`src/rtl/cop_type_pkg.sv`:
```
package cop_type_pkg;
  typedef enum logic {
    PROTO_16 = 1'b0,
    PROTO_32 = 1'b1
  } proto_e;

  function automatic proto_e level_to_proto(input logic err_level_n);
    return err_level_n ? PROTO_16 : PROTO_32;
  endfunction
endpackage

```
`src/rtl/cop_err_sync.sv`:
```
module cop_err_sync #(
  parameter int STAGES = 2
) (
  input  logic clk,
  input  logic rst,
  input  logic async_in,
  output logic sync_out
);
  logic [STAGES-1:0] chain_q;

  generate
    for (genvar i = 0; i < STAGES; i++) begin : g_stage
      if (i == 0) begin : g_first
        always_ff @(posedge clk) begin
          if (rst) chain_q[0] <= 1'b1;
          else     chain_q[0] <= async_in;
        end
      end else begin : g_next
        always_ff @(posedge clk) begin
          if (rst) chain_q[i] <= 1'b1;
          else     chain_q[i] <= chain_q[i-1];
        end
      end
    end
  endgenerate

  assign sync_out = chain_q[STAGES-1];
endmodule

```
`src/rtl/cop_sample_ctrl.sv`:
```
module cop_sample_ctrl #(
  parameter int SAMPLE_DLY = 8
) (
  input  logic clk,
  input  logic rst,
  input  logic esc_first,
  output logic sample_now
);
  localparam int CW = $clog2(SAMPLE_DLY + 1);
  localparam logic [CW-1:0] LAST = CW'(SAMPLE_DLY - 1);

  logic [CW-1:0] cnt_q;
  logic          done_q;

  assign sample_now = !done_q && (esc_first || cnt_q == LAST);

  always_ff @(posedge clk) begin
    if (rst) begin
      cnt_q  <= '0;
      done_q <= 1'b0;
    end else if (sample_now) begin
      done_q <= 1'b1;
    end else if (!done_q) begin
      cnt_q <= cnt_q + 1'b1;
    end
  end

  assert_once_R7: assert property (@(posedge clk) disable iff (rst)
    done_q |=> done_q && !sample_now);
  assert_take_R5: assert property (@(posedge clk) disable iff (rst)
    sample_now |=> done_q);
  assert_bound_R5: assert property (@(posedge clk) disable iff (rst)
    cnt_q <= LAST);
endmodule

```
`src/rtl/cop_ctrl_reg.sv`:
```
module cop_ctrl_reg
  import cop_type_pkg::*;
#(
  parameter int REG_W    = 32,
  parameter int TYPE_BIT = 4
) (
  input  logic             clk,
  input  logic             rst,
  input  logic             sample_now,
  input  logic             err_sync_n,
  input  logic             wr_en,
  input  logic [REG_W-1:0] wr_data,
  output logic [REG_W-1:0] rd_data
);
  logic [REG_W-1:0] reg_q;
  proto_e           detected;

  assign detected = level_to_proto(err_sync_n);

  always_ff @(posedge clk) begin
    if (rst)             reg_q <= '0;
    else if (wr_en)      reg_q <= wr_data;
    else if (sample_now) reg_q[TYPE_BIT] <= logic'(detected);
  end

  assign rd_data = reg_q;

  assert_hold_R7: assert property (@(posedge clk) disable iff (rst)
    !wr_en && !sample_now |=> $stable(reg_q));
  assert_write_R8: assert property (@(posedge clk) disable iff (rst)
    wr_en |=> reg_q == $past(wr_data));
  assert_detect_R3: assert property (@(posedge clk) disable iff (rst)
    sample_now && !wr_en && !err_sync_n |=> reg_q[TYPE_BIT]);
endmodule

```
`src/rtl/cop_type_latch.sv`:
```
module cop_type_latch
  import cop_type_pkg::*;
#(
  parameter int REG_W       = 32,
  parameter int TYPE_BIT    = 4,
  parameter int SAMPLE_DLY  = 8,
  parameter int SYNC_STAGES = 2
) (
  input  logic             clk,
  input  logic             rst,
  input  logic             err_n,
  input  logic             esc_first,
  input  logic             cr0_we,
  input  logic [REG_W-1:0] cr0_wdata,
  output logic [REG_W-1:0] cr0_rdata,
  output logic             type_wide,
  output logic             proto_wide
);
  logic err_sync_n;
  logic sample_now;

  cop_err_sync #(.STAGES(SYNC_STAGES)) u_sync (
    .clk(clk), .rst(rst), .async_in(err_n), .sync_out(err_sync_n)
  );

  cop_sample_ctrl #(.SAMPLE_DLY(SAMPLE_DLY)) u_ctrl (
    .clk(clk), .rst(rst), .esc_first(esc_first), .sample_now(sample_now)
  );

  cop_ctrl_reg #(.REG_W(REG_W), .TYPE_BIT(TYPE_BIT)) u_reg (
    .clk(clk), .rst(rst), .sample_now(sample_now), .err_sync_n(err_sync_n),
    .wr_en(cr0_we), .wr_data(cr0_wdata), .rd_data(cr0_rdata)
  );

  assign type_wide  = cr0_rdata[TYPE_BIT];
  assign proto_wide = (type_wide == logic'(PROTO_32));

  assert_sel_R4: assert property (@(posedge clk) disable iff (rst)
    proto_wide == type_wide);
  assert_clear_R1: assert property (@(posedge clk) disable iff (rst)
    $fell(rst) |-> cr0_rdata == '0);
endmodule

```
`config.mk`:
```
export PLATFORM = sky130hd
export DESIGN_NAME = cop_type_latch
export DESIGN_NICKNAME = d
export VERILOG_FILES = /design/src/rtl/cop_type_pkg.sv /design/src/rtl/cop_err_sync.sv /design/src/rtl/cop_sample_ctrl.sv /design/src/rtl/cop_ctrl_reg.sv /design/src/rtl/cop_type_latch.sv
export SDC_FILE = /design/constraint.sdc
export NUM_CORES = 1
export LEC_CHECK = 0
export ABC_AREA = 1
export BUFFER_PORTS_ARGS = -buffer_cell sky130_fd_sc_hd__buf_2
export CAP_MARGIN = 10
export CORE_MARGIN = 5
export CORE_UTILIZATION = 30
export CTS_BUF_LIST = sky130_fd_sc_hd__clkbuf_2
export CTS_CLUSTER_SIZE = 30
export DETAILED_ROUTE_END_ITERATION = 6
export REMOVE_ABC_BUFFERS = 1
export SETUP_SLACK_MARGIN = 0.2
export SLEW_MARGIN = 20
export SYNTH_ARGS = -nofsm -noshare
export SYNTH_HDL_FRONTEND = slang
export SYNTH_SLANG_ARGS = --single-unit
```
`constraint.sdc`:
```
create_clock -name clk -period 1.1 [get_ports clk]
set_input_delay 0.165 -clock clk [delete_from_list [all_inputs] [get_ports clk]]
set_output_delay 0.165 -clock clk [all_outputs]
set_load 0.005 [all_outputs]
```
Word-level counts from Yosys, hierarchy flattened
Cells that the tools add are included.
Widths: inputs -> output; s select.
Word-level totals
  bits in latches: 0
  memories kept: 0
  output and inout port bits: 34
  bits in read-only memories: 0
  register bits: 39
  RAM bits: 0
Cells by class
  shift operators: 0
  mux-type cells: 3
  eq/ne operators: 1
  div/mod/pow operators: 0
  add/sub/neg operators: 1
  bitwise operators: 2
  reduce and logical (&&, ||, !) cells: 5
  multiply operators: 0
  $lt $le $gt $ge: 0
Operators with widths (number)
  $add 4x1->4 const B: 1
  $eq 4x3->1 const B: 1
  $mux 1: 3
  $not 1->1: 2
  $reduce_and 2->1: 1
  $reduce_bool 2->1: 1
  $logic_and 1x1->1: 1
  $logic_not 1->1: 1
  $logic_or 1x1->1: 1

Logic depth before layout (Yosys ltp)
Gate-level depths: netlist of the first run.
  depth in word-level cells: 5
  gate-level depth with buffers: 7
  gate-level depth less buffers: 7

Hierarchy
A second synthesis of the first run with hierarchy kept.
Second synthesis, totals
  cell total of the unflattened synthesis: 192
  area, all modules: 1536.5 µm²
Modules (own cells, without submodules)
  cop_ctrl_reg: instances 1, cells each 144, area an instance 1174.9 µm², sequential area each 640.6 µm²
  cop_sample_ctrl: instances 1, cells each 39, area an instance 287.8 µm², sequential area each 100.1 µm²
  cop_err_sync: instances 1, cells each 7, area an instance 58.8 µm², sequential area each 40.0 µm²
  cop_type_latch: instances 1, cells each 2, area an instance 15.0 µm², sequential area each 0.0 µm²

Worst setup path before layout of the first run
No wires, ideal clock.
  path kind: register -> register
  start: register u_ctrl.cnt_q[0]
  end: register u_reg.reg_q[4] (netlist: u_reg.rd_data[4])
  clock period less this slack: 1.036 ns
  path slack: 0.064 ns
  cell stages (with the launch flop): 7
  buffers on the path: 0
  data arrival time: 0.921 ns
  cell sequence: dfxtp_1 ha_1 nand3_2 nand2_1 nand2_1 a21oi_1 nor2_1
Between the ends
  cells in the longest elaborated chain, start to end: 4
Ends and longest elaborated chain
  start, declared: line cop_sample_ctrl.sv:12  | logic [CW-1:0] cnt_q;
  start signal, assigned: line cop_sample_ctrl.sv:24  | cnt_q <= cnt_q + 1'b1;
  $eq 4x3->1: line cop_sample_ctrl.sv:15  | assign sample_now = !done_q && (esc_first || cnt_q == LAST);
  $logic_or 1x1->1: line cop_sample_ctrl.sv:15
  $logic_and 1x1->1: line cop_sample_ctrl.sv:15
  $reduce_bool 2->1 (no line)
  end signal, assigned: line cop_ctrl_reg.sv:22  | else if (wr_en) reg_q <= wr_data;
  end signal, assigned by index: line cop_ctrl_reg.sv:23  | else if (sample_now) reg_q[TYPE_BIT] <= logic'(detected);
  end, declared: line cop_ctrl_reg.sv:15  | logic [REG_W-1:0] reg_q;
No other way between the ends.
A chain may end at the register's enable or synchronous reset.

Final worst setup path of the first run
  start: register u_ctrl.cnt_q[1]
  end: register u_ctrl.cnt_q[2]
Between the ends
  cells in the longest elaborated chain, start to end: 5
Ends and longest elaborated chain (line)
  $eq 4x3->1: cop_sample_ctrl.sv:15
  $logic_or 1x1->1: cop_sample_ctrl.sv:15
  $logic_and 1x1->1: cop_sample_ctrl.sv:15
  $not 1->1 (no line)
  $reduce_and 2->1 (no line)
Several ways; a longest one is shown, not always the timed one.

==> results of run 1 <==
cell families (layout without fill, tap and decap cells):
group / count (synthesis) / count (layout) / synth area share (%)
flops: 39 / 39 / 54.3
compound gates: 37 / 37 / 12.9
fa+ha+maj: 1 / 1 / 0.870
buf+inv: 20 / 127 / 7.57
simple gates: 85 / 85 / 23.8
xor+xnor: 1 / 1 / 0.609
flip-flops by register name, indices dropped and copies added, names as in the netlist:
name and cells:
u_reg.rd_data 32, u_ctrl.cnt_q 4, u_ctrl.done_q 1, u_sync.chain_q 1, u_sync.sync_out 1
synth_stat cells:
library cell,instances
clkbuf_2,4
dfxtp_1,39
nand2_1,15
o21ai_0,32
buf_6,2
a21oi_1,5
nor2_1,63
nand3_1,2
xor2_1,1
buf_4,3
or2_2,2
inv_1,8
buf_2,2
ha_1,1
nand4_1,1
inv_2,1
nand3_2,2
worst register-to-register path, stage by stage (launching register included):
cell and delay [ns]:
dfxtp_2 0.37, ha_4 0.17, buf_4 0.13, xor2_1 0.13, nand2_1 0.09, a21oi_2 0.11
power groups by stage:
stage | clock (uW) | sequential, uW | combinational, uW
CTS | 613 | 1560 | 482
floorplan | 0 | 1590 | 135
global route | 675 | 1590 | 591
detailed placement | 0 | 1580 | 383
finish | 565 | 1580 | 532
global placement | 0 | 1570 | 378
routing by layer:
layer	vias up	part of all wire [%]	track usage, %
met4	0	1.2	5.67
met1	698	41	14.4
met5	-	0	0
met3	7	5.6	4.08
met2	50	52	24.4
li1	788	-	-
cell type report:
class / instances / area, sq um
Sequential cell: 39 / 825
Fill cell: 456 / 2260
Tap cell: 54 / 67.6
Inverter: 9 / 36.3
Multi-Input combinational cell: 124 / 592
Clock buffer: 5 / 25.0
Clock inverter: 2 / 8.76
Timing Repair Buffer: 111 / 875
per-stage QoR:
step / util (%) / setup WS [ns] / total power (uW) / cell area [sq um] / setup TNS [ns]
final: 51.8 / 0.0579 / 2670 / 2430 / 0
after floorplan: - / 0.0583 / 1720 / 1360 / 0
after global routing: 51.8 / -0.0304 / 2860 / 2430 / -0.120
after global placement: 39.7 / 0.0405 / 1950 / 1860 / 0
after CTS: 49.0 / 0.0195 / 2660 / 2300 / 0
after detailed placement: 39.7 / 0.00912 / 1960 / 1860 / 0
how the worst min path moves through the flow:
stage                       startpoint                end  depth (start not counted)  slack [ns]
final                     cr0_wdata[6]   u_reg.rd_data[6]                          3        0.05
after global routing      cr0_wdata[6]   u_reg.rd_data[6]                          3       0.008
after CTS                          rst    u_sync.sync_out                          2       0.003
after detailed placement         err_n  u_sync.chain_q[0]                          2        0.35
after global placement           err_n  u_sync.chain_q[0]                          2        0.35
after floorplan                    rst    u_ctrl.cnt_q[0]                          1        0.23
repair_timing:
| item | CTS | global route |
|---|---|---|
| hold endpoints to repair | 35 | 1 |
| hold buffers | 33 | 1 |
| gates resized for setup | 34 | 26 |
| endpoints found under the setup margin | 40 | 40 |
| setup buffers | 0 | 1 |
| pin swaps | 1 | 1 |
==> results.json, run 1 <==
{
  "maxCapViolCount": 0,
  "layout_common_cells": "63 x nor2_1, 55 x buf_2, 35 x dfxtp_2",
  "slew_headroom_pct": 84.8,
  "drc_errors": 0,
  "fmax_ghz": 0.960,
  "die_x_microns": 79.2,
  "synth_top_area_share_pct": 54.3,
  "seqPwrFrac_pct": 58.9,
  "core_sq_um": 4690,
  "period_needed_ns": 1.04,
  "grt_max_degree": 34,
  "clkTransAtPathRegs_ns": 0.18,
  "clock-sinks": 39,
  "ant_nets": 0,
  "reg2reg_slack_ns": 0.06,
  "synthTopCellsByArea": "dfxtp_1 54%, nor2_1 16%, o21ai_0 11%, nand2_1 3.9%, inv_1 2.1%",
  "setup_viol": 0,
  "worstPathRequired_ns": 1.41,
  "portBuffers": 70,
  "dp.cells": 302,
  "powerDensity_nw_per_um2": 1100,
  "grt_pass1_vias": 1445,
  "vias_per_cell": 4.49,
  "fin_skew_ns": 0.0112,
  "worst_setup_path_end_kind": "register",
  "hold_class": "in -> reg",
  "ys_seq_area_share_pct": 54.3,
  "run_status": "finished, final reports clean",
  "antenna_found_initial": 0,
  "cts_tree": "built",
  "yosys.area.top_type": "dfxtp_1",
  "wl_microns": 4140,
  "cp-endpoint": "u_ctrl.cnt_q[2]",
  "floorplan.initialDensity_pct": 30.6,
  "p_leak_uw": 0.00116,
  "worstReg2RegStart": "u_ctrl.cnt_q[1]",
  "gp_congestion": 0.768,
  "drive_above_1_share_pct": 44.5,
  "cts_buffer_depth": 2,
  "synthCells": 183,
  "first_pass_iters": 4,
  "via_count": 1543,
  "ys_types": 17,
  "rr_endpoint": "u_ctrl.cnt_q[2]",
  "cts-buffers-inserted": 5,
  "p_sw_uw": 700,
  "grt_pass1_wl_microns": 6670,
  "internal-power_uw": 1970,
  "r2r_cells": 5,
  "crit_type": "reg -> reg",
  "cp.depth": 5,
  "rsz0062_at_grt": "yes",
  "finalHoldViolCount": 0,
  "cp_max_fo": 2,
  "final_common_cell": "nor2_1",
  "power_frac_comb_pct": 19.9,
  "startpoint": "u_ctrl.cnt_q[1]",
  "antennaDiodeCount": 0,
  "p_sw_share_pct": 26.2,
  "nNetsFinal": 328,
  "die_h_microns": 79.2,
  "avgSynthCellArea_sq_um": 7.86,
  "critPathTopFamily": "flip-flops",
  "arrival_ns": 1.35,
  "htreeDepth": 2,
  "grt_use_total_pct": 13.5,
  "routedWlPerCell_microns": 12.0,
  "crit_chain": "ha_4 > buf_4 > xor2_1 > nand2_1 > a21oi_2",
  "slowest_delay_ns": 0.37,
  "area_delta_synth_final_pct": 68.9,
  "clockRootBuffer": "clkbuf_2",
  "crit_buf_inv": 1,
  "start_kind": "register",
  "grt.overflow.total": 0,
  "ir_drop_uv": 532,
  "ios": 71,
  "synth-warning-count": 0,
  "clkPwrFrac_pct": 21.2,
  "rows": 25,
  "hold_ws_ns": 0.0521,
  "dpl.hpwl_microns": 2470,
  "slew_viol_final": 0,
  "netlist_area_sq_um": 1440,
  "final_cells": 344,
  "clk_latency_ns": 0.37,
  "drtIter0Drc": 58,
  "period_share_pct": 94.7,
  "die_area_sq_um": 6280,
  "slowest_stage": "dfxtp_2",
  "tightest_slew_ns": 0.227,
  "synth_seq_cells": 39
}
No activity file was read; power rests on OpenSTA's default activity.
==> run 2, diff against run 1 <==
==> constraint.sdc (replaced) <==
create_clock -name clk -period 1.1 [get_ports clk]
set_input_delay 0.055 -clock clk [delete_from_list [all_inputs] [get_ports clk]]
set_output_delay 0.055 -clock clk [all_outputs]
set_load 0.005 [all_outputs]
==> run 2 against run 1 <==
Largest power group unchanged. Highest routed layer unchanged. Critical path depth increased by 1. Clock power increased by 4.4%. Cell area decreased by 0.88%. Flip-flop and latch count unchanged. Sequential share of layout area increased by 0.30 points. Clock skew increased by 0.0021 ns. Total power increased by 0.47%. Cell count increased by 1.2%. The flow now finishes with violations (negative hold slack). Clock-buffer cell count increased by 1.
==> results.json, run 2 (same netlist as run 1, synthesis figures left out) <==
{
  "core_sq_um": 4690,
  "start_kind": "register",
  "grt_pass1_vias": 1598,
  "placed_cell_area_sq_um": 1840,
  "setup_viol": 0,
  "final_area_sq_um": 2410,
  "portBuffers": 70,
  "nNetsFinal": 331,
  "fin_skew_ns": 0.0133,
  "crit_type": "reg -> reg",
  "cts_buffer_depth": 2,
  "rr_endpoint": "u_ctrl.cnt_q[1]",
  "critPathMostFrequentCell": "nand3_4",
  "period_needed_ns": 1.03,
  "worst_setup_path_end_kind": "register",
  "hold_start": "rst",
  "p_leak_uw": 0.00116,
  "ant_nets": 0,
  "antennaDiodeCount": 0,
  "die_h_microns": 79.2,
  "final_cells": 348,
  "via_count": 1535,
  "hold_class": "in -> reg",
  "htreeDepth": 2,
  "cp.depth": 6,
  "run_status": "complete, but fails checks",
  "cts-buffers-inserted": 5,
  "grt_pass1_wl_microns": 6670,
  "internal-power_uw": 1980,
  "hold_depth": 2,
  "worstReg2RegStart": "u_ctrl.cnt_q[1]",
  "crit_chain": "ha_4 > nand3_4 > nand3_4 > inv_4 > nand2_2 > a21oi_2",
  "crit_buf_inv": 1,
  "first_pass_iters": 4,
  "grt_use_total_pct": 13.2,
  "area_delta_synth_final_pct": 67.5,
  "layout_common_cells": "63 x nor2_1, 55 x buf_2, 35 x dfxtp_2",
  "vias_per_cell": 4.41,
  "wl_microns": 4050,
  "clkTransAtPathRegs_ns": 0.19,
  "violations": "negative hold slack",
  "period_share_pct": 93.4,
  "tightest_slew_ns": 0.206,
  "clk_latency_ns": 0.36,
  "hold_ws_ns": -0.0857,
  "routedWlPerCell_microns": 11.6,
  "setup_ws_ns": 0.0731,
  "slowest_stage": "dfxtp_2",
  "ir_drop_uv": 502,
  "place_ws_ns": -0.0147,
  "finalPower_uw": 2690,
  "dpl.hpwl_microns": 2530,
  "clkPwrFrac_pct": 22.0,
  "worstHoldEndpoint": "u_ctrl.cnt_q[2]",
  "hold_buffers": 33,
  "rows": 25,
  "grt.overflow.total": 0,
  "worstPathRequired_ns": 1.40,
  "slew_viol_final": 0,
  "power_frac_comb_pct": 19.5,
  "slew_headroom_pct": 86.3,
  "die_x_microns": 79.2,
  "cp_max_fo": 6,
  "reg2reg_slack_ns": 0.07,
  "seqPwrFrac_pct": 58.6,
  "floorplan.initialDensity_pct": 30.6,
  "r2r_cells": 6,
  "grt_max_degree": 20,
  "final_common_cell": "nor2_1",
  "clock-sinks": 39,
  "arrival_ns": 1.32,
  "drive_above_1_share_pct": 44.6,
  "clockRootBuffer": "clkbuf_2",
  "ios": 71,
  "p_sw_share_pct": 26.1,
  "rsz0062_at_grt": "yes",
  "gp_congestion": 0.723,
  "fmax_ghz": 0.974,
  "finalHoldViolCount": 4,
  "antenna_found_initial": 0,
  "drc_errors": 0,
  "cts_tree": "built",
  "drtIter0Drc": 60,
  "critPathTopFamily": "flip-flops",
  "largest_reg_flops": 32,
  "die_area_sq_um": 6280,
  "powerDensity_nw_per_um2": 1120,
  "slowest_delay_ns": 0.37,
  "maxCapViolCount": 0,
  "dp.cells": 304,
  "p_sw_uw": 702
}
## run 2: layout make-up
cell class	count	area, sq um
clock buffers	6	30.0
multi-input cells	124	584
flip-flops and latches	39	825
fillers	453	2280
well taps	54	67.6
inverters	9	36.3
repair buffers	114	857
clock inverters	2	7.51
## run 2: worst max-delay path by stage
stage	from	to	slack, ns
after global routing	u_ctrl.cnt_q[1]	u_ctrl.cnt_q[1]	-0.01
final	u_ctrl.cnt_q[1]	u_ctrl.cnt_q[1]	0.07
after floorplan	u_ctrl.cnt_q[0]	u_reg.rd_data[4]	0.06
after global placement	u_ctrl.cnt_q[0]	u_ctrl.cnt_q[0]	0.03
after CTS	u_ctrl.cnt_q[1]	u_ctrl.cnt_q[1]	0.05
after detailed placement	u_ctrl.cnt_q[0]	u_ctrl.cnt_q[1]	-0.01
## run 2: what timing repair did
action,CTS,global route
pin swaps,4,2
gates cloned,0,0
buffers inserted,1,2
endpoints found under the setup margin,40,40
endpoints found under the hold margin,38,6
resized for setup,39,19
## run 2: power groups by stage
stage | clock [uW] | combinational, uW | sequential, uW
finish | 590 | 523 | 1570
global route | 702 | 585 | 1590
CTS | 632 | 481 | 1560
detailed placement | 0 | 370 | 1570
global placement | 0 | 366 | 1570
floorplan | 0 | 135 | 1590
## run 2: per-stage QoR
| stage | util, % | setup TNS [ns] |
|---|---|---|
| 2_1_floorplan | - | 0 |
| 3_3_place_gp | 39.2 | 0 |
| 3_5_place_dp | 39.2 | -0.0147 |
| 4_1_cts | 49.2 | 0 |
| 5_1_grt | 51.3 | -0.0116 |
| 6_report | 51.3 | 0 |
## run 2: layer usage
metal | global-route usage [%] | wire length [microns] | vias to the layer above
met5 | 0 | 0 | -
met4 | 4.81 | 40 | 0
met3 | 4.20 | 289 | 4
met2 | 24.8 | 2080 | 49
met1 | 13.6 | 1640 | 684
li1 | - | - | 798
==> run 3, diff against run 2 <==
==> constraint.sdc (replaced) <==
create_clock -name clk -period 0.9 [get_ports clk]
set_input_delay 0.045 -clock clk [delete_from_list [all_inputs] [get_ports clk]]
set_output_delay 0.045 -clock clk [all_outputs]
set_load 0.005 [all_outputs]
==> run 3 against run 2 <==
The flow finishes with violations (negative hold slack, negative setup slack). Sequential share of layout area rose by 0.053 points. Via count rose by 0.52%. Highest routed layer unchanged. Fmax rose by 2.0%. Combinational power increased by 20%. Clock power is 16% higher. Worst hold slack lost 0.022 ns. First-iteration DRC count increased by 17%. Non-clock buffer count up 1.
==> results.json, run 3 (same netlist as run 1, synthesis figures left out) <==
{
  "powerDensity_nw_per_um2": 1350,
  "rows": 25,
  "worstPathRequired_ns": 1.20,
  "grt.overflow.total": 0,
  "die_h_microns": 79.2,
  "area_delta_synth_final_pct": 67.2,
  "maxCapViolCount": 0,
  "grt_max_degree": 29,
  "largest_reg_flops": 32,
  "grt_pass1_wl_microns": 6710,
  "highest_layer": "met4",
  "gp_congestion": 0.820,
  "finalHoldViolCount": 5,
  "grt_pass1_vias": 1586,
  "clk_latency_ns": 0.36,
  "period_needed_ns": 1.01,
  "wl_met2_microns": 2090,
  "final_common_cell": "nor2_1",
  "hold_ws_ns": -0.108,
  "wl_microns": 4050,
  "fmax_ghz": 0.993,
  "setup_viol": 6,
  "fin_skew_ns": 0.0139,
  "start_kind": "register",
  "ant_nets": 0,
  "worst_setup_path_end_kind": "register",
  "htreeDepth": 2,
  "slew_headroom_pct": 83.4,
  "cts_tree": "built",
  "setup_ws_ns": -0.107,
  "dpl.hpwl_microns": 2550,
  "arrival_ns": 1.31,
  "core_sq_um": 4690,
  "rsz0062_at_grt": "yes",
  "drc_errors": 0,
  "ios": 71,
  "run_status": "complete, but fails checks",
  "nNetsFinal": 332,
  "portBuffers": 70,
  "cp_max_fo": 6,
  "layout_common_cells": "63 x nor2_1, 59 x buf_2, 35 x dfxtp_2",
  "antenna_found_initial": 0,
  "drive_above_1_share_pct": 44.6,
  "grt_use_total_pct": 13.3,
  "hold_buffers": 34,
  "die_area_sq_um": 6280,
  "period_share_pct": 112,
  "violations": "negative hold slack, negative setup slack",
  "clockRootBuffer": "clkbuf_2",
  "routedWlPerCell_microns": 11.6,
  "cts_buffer_depth": 2,
  "clkTransAtPathRegs_ns": 0.19,
  "hold_class": "in -> reg",
  "via_count": 1543,
  "crit_type": "reg -> reg",
  "tightest_slew_ns": 0.249,
  "die_x_microns": 79.2,
  "drtIter0Drc": 70,
  "first_pass_iters": 4,
  "floorplan.initialDensity_pct": 30.6,
  "antennaDiodeCount": 0,
  "met1_length_microns": 1660,
  "n_fill_cell": 442,
  "vias_per_cell": 4.43,
  "cts-buffers-inserted": 5,
  "place_ws_ns": -0.194,
  "ir_drop_uv": 586,
  "dr_wl_met3_microns": 277,
  "slew_viol_final": 0,
  "p_leak_uw": 0.00116,
  "clock-sinks": 39
}
-- run 3: final timing paths --
| kind | start | to | slack [ns] | cells past startpoint |
|---|---|---|---|---|
| min reg2reg | u_sync.chain_q[0] | u_sync.sync_out | 0.43 | 1 |
| max reg2reg | u_ctrl.cnt_q[0] | u_ctrl.cnt_q[3] | -0.11 | 6 |
| min | rst | u_ctrl.cnt_q[2] | -0.11 | 2 |
| max | u_ctrl.cnt_q[0] | u_ctrl.cnt_q[3] | -0.11 | 6 |
-- run 3: area by class of cell --
type	instances	area, sq um	area share [%]
Timing Repair Buffer	115	855	35.6
Tap cell	54	67.6	2.81
Inverter	9	36.3	1.51
Clock buffer	5	25.0	1.04
Multi-Input combinational cell	124	587	24.4
Clock inverter	2	8.76	0.364
Sequential cell	39	825	34.3
-- run 3: critical path, stage by stage, from the launching register on --
cell and delay, ns:
dfxtp_2 0.37, ha_4 0.16, nand3_4 0.06, nand3_4 0.11, inv_4 0.08, nand2_1 0.06, a21oi_2 0.11
-- run 3: where the power goes --
group	leakage [uW]	internal, uW	total, uW	switching, uW
clock network	0.0000262	165	686	521
logic	0.000800	365	626	261
registers	0.000334	1860	1920	61.5
total	0.00116	2390	3230	844
-- run 3: through the flow --
step / power [uW] / utilization (%) / instances / TNS, ns / area, sq um
final: 3230 / 51.2 / 348 / -0.606 / 2400
after global routing: 3480 / 51.2 / 348 / -3.40 / 2400
after CTS: 3250 / 49.4 / 347 / -1.09 / 2320
after detailed placement: 2380 / 39.8 / 306 / -0.939 / 1870
after global placement: 2380 / 39.8 / 306 / -0.755 / 1870
after floorplan: 2100 / - / 172 / -0.740 / 1360
-- run 3: timing repair --
action                                  in CTS  in global routing
hold endpoints to repair                    38                  6
gates resized for setup                     34                 26
pin swaps                                    3                  2
setup buffers                                0                  1
endpoints found under the setup margin      40                 46
-- run 3: layer usage --
| layer | GRT usage, % | vias up |
|---|---|---|
| met5 | 0 | - |
| met4 | 4.30 | 0 |
| met3 | 4.76 | 4 |
| met2 | 24.8 | 50 |
| met1 | 13.6 | 688 |
| li1 | - | 801 |
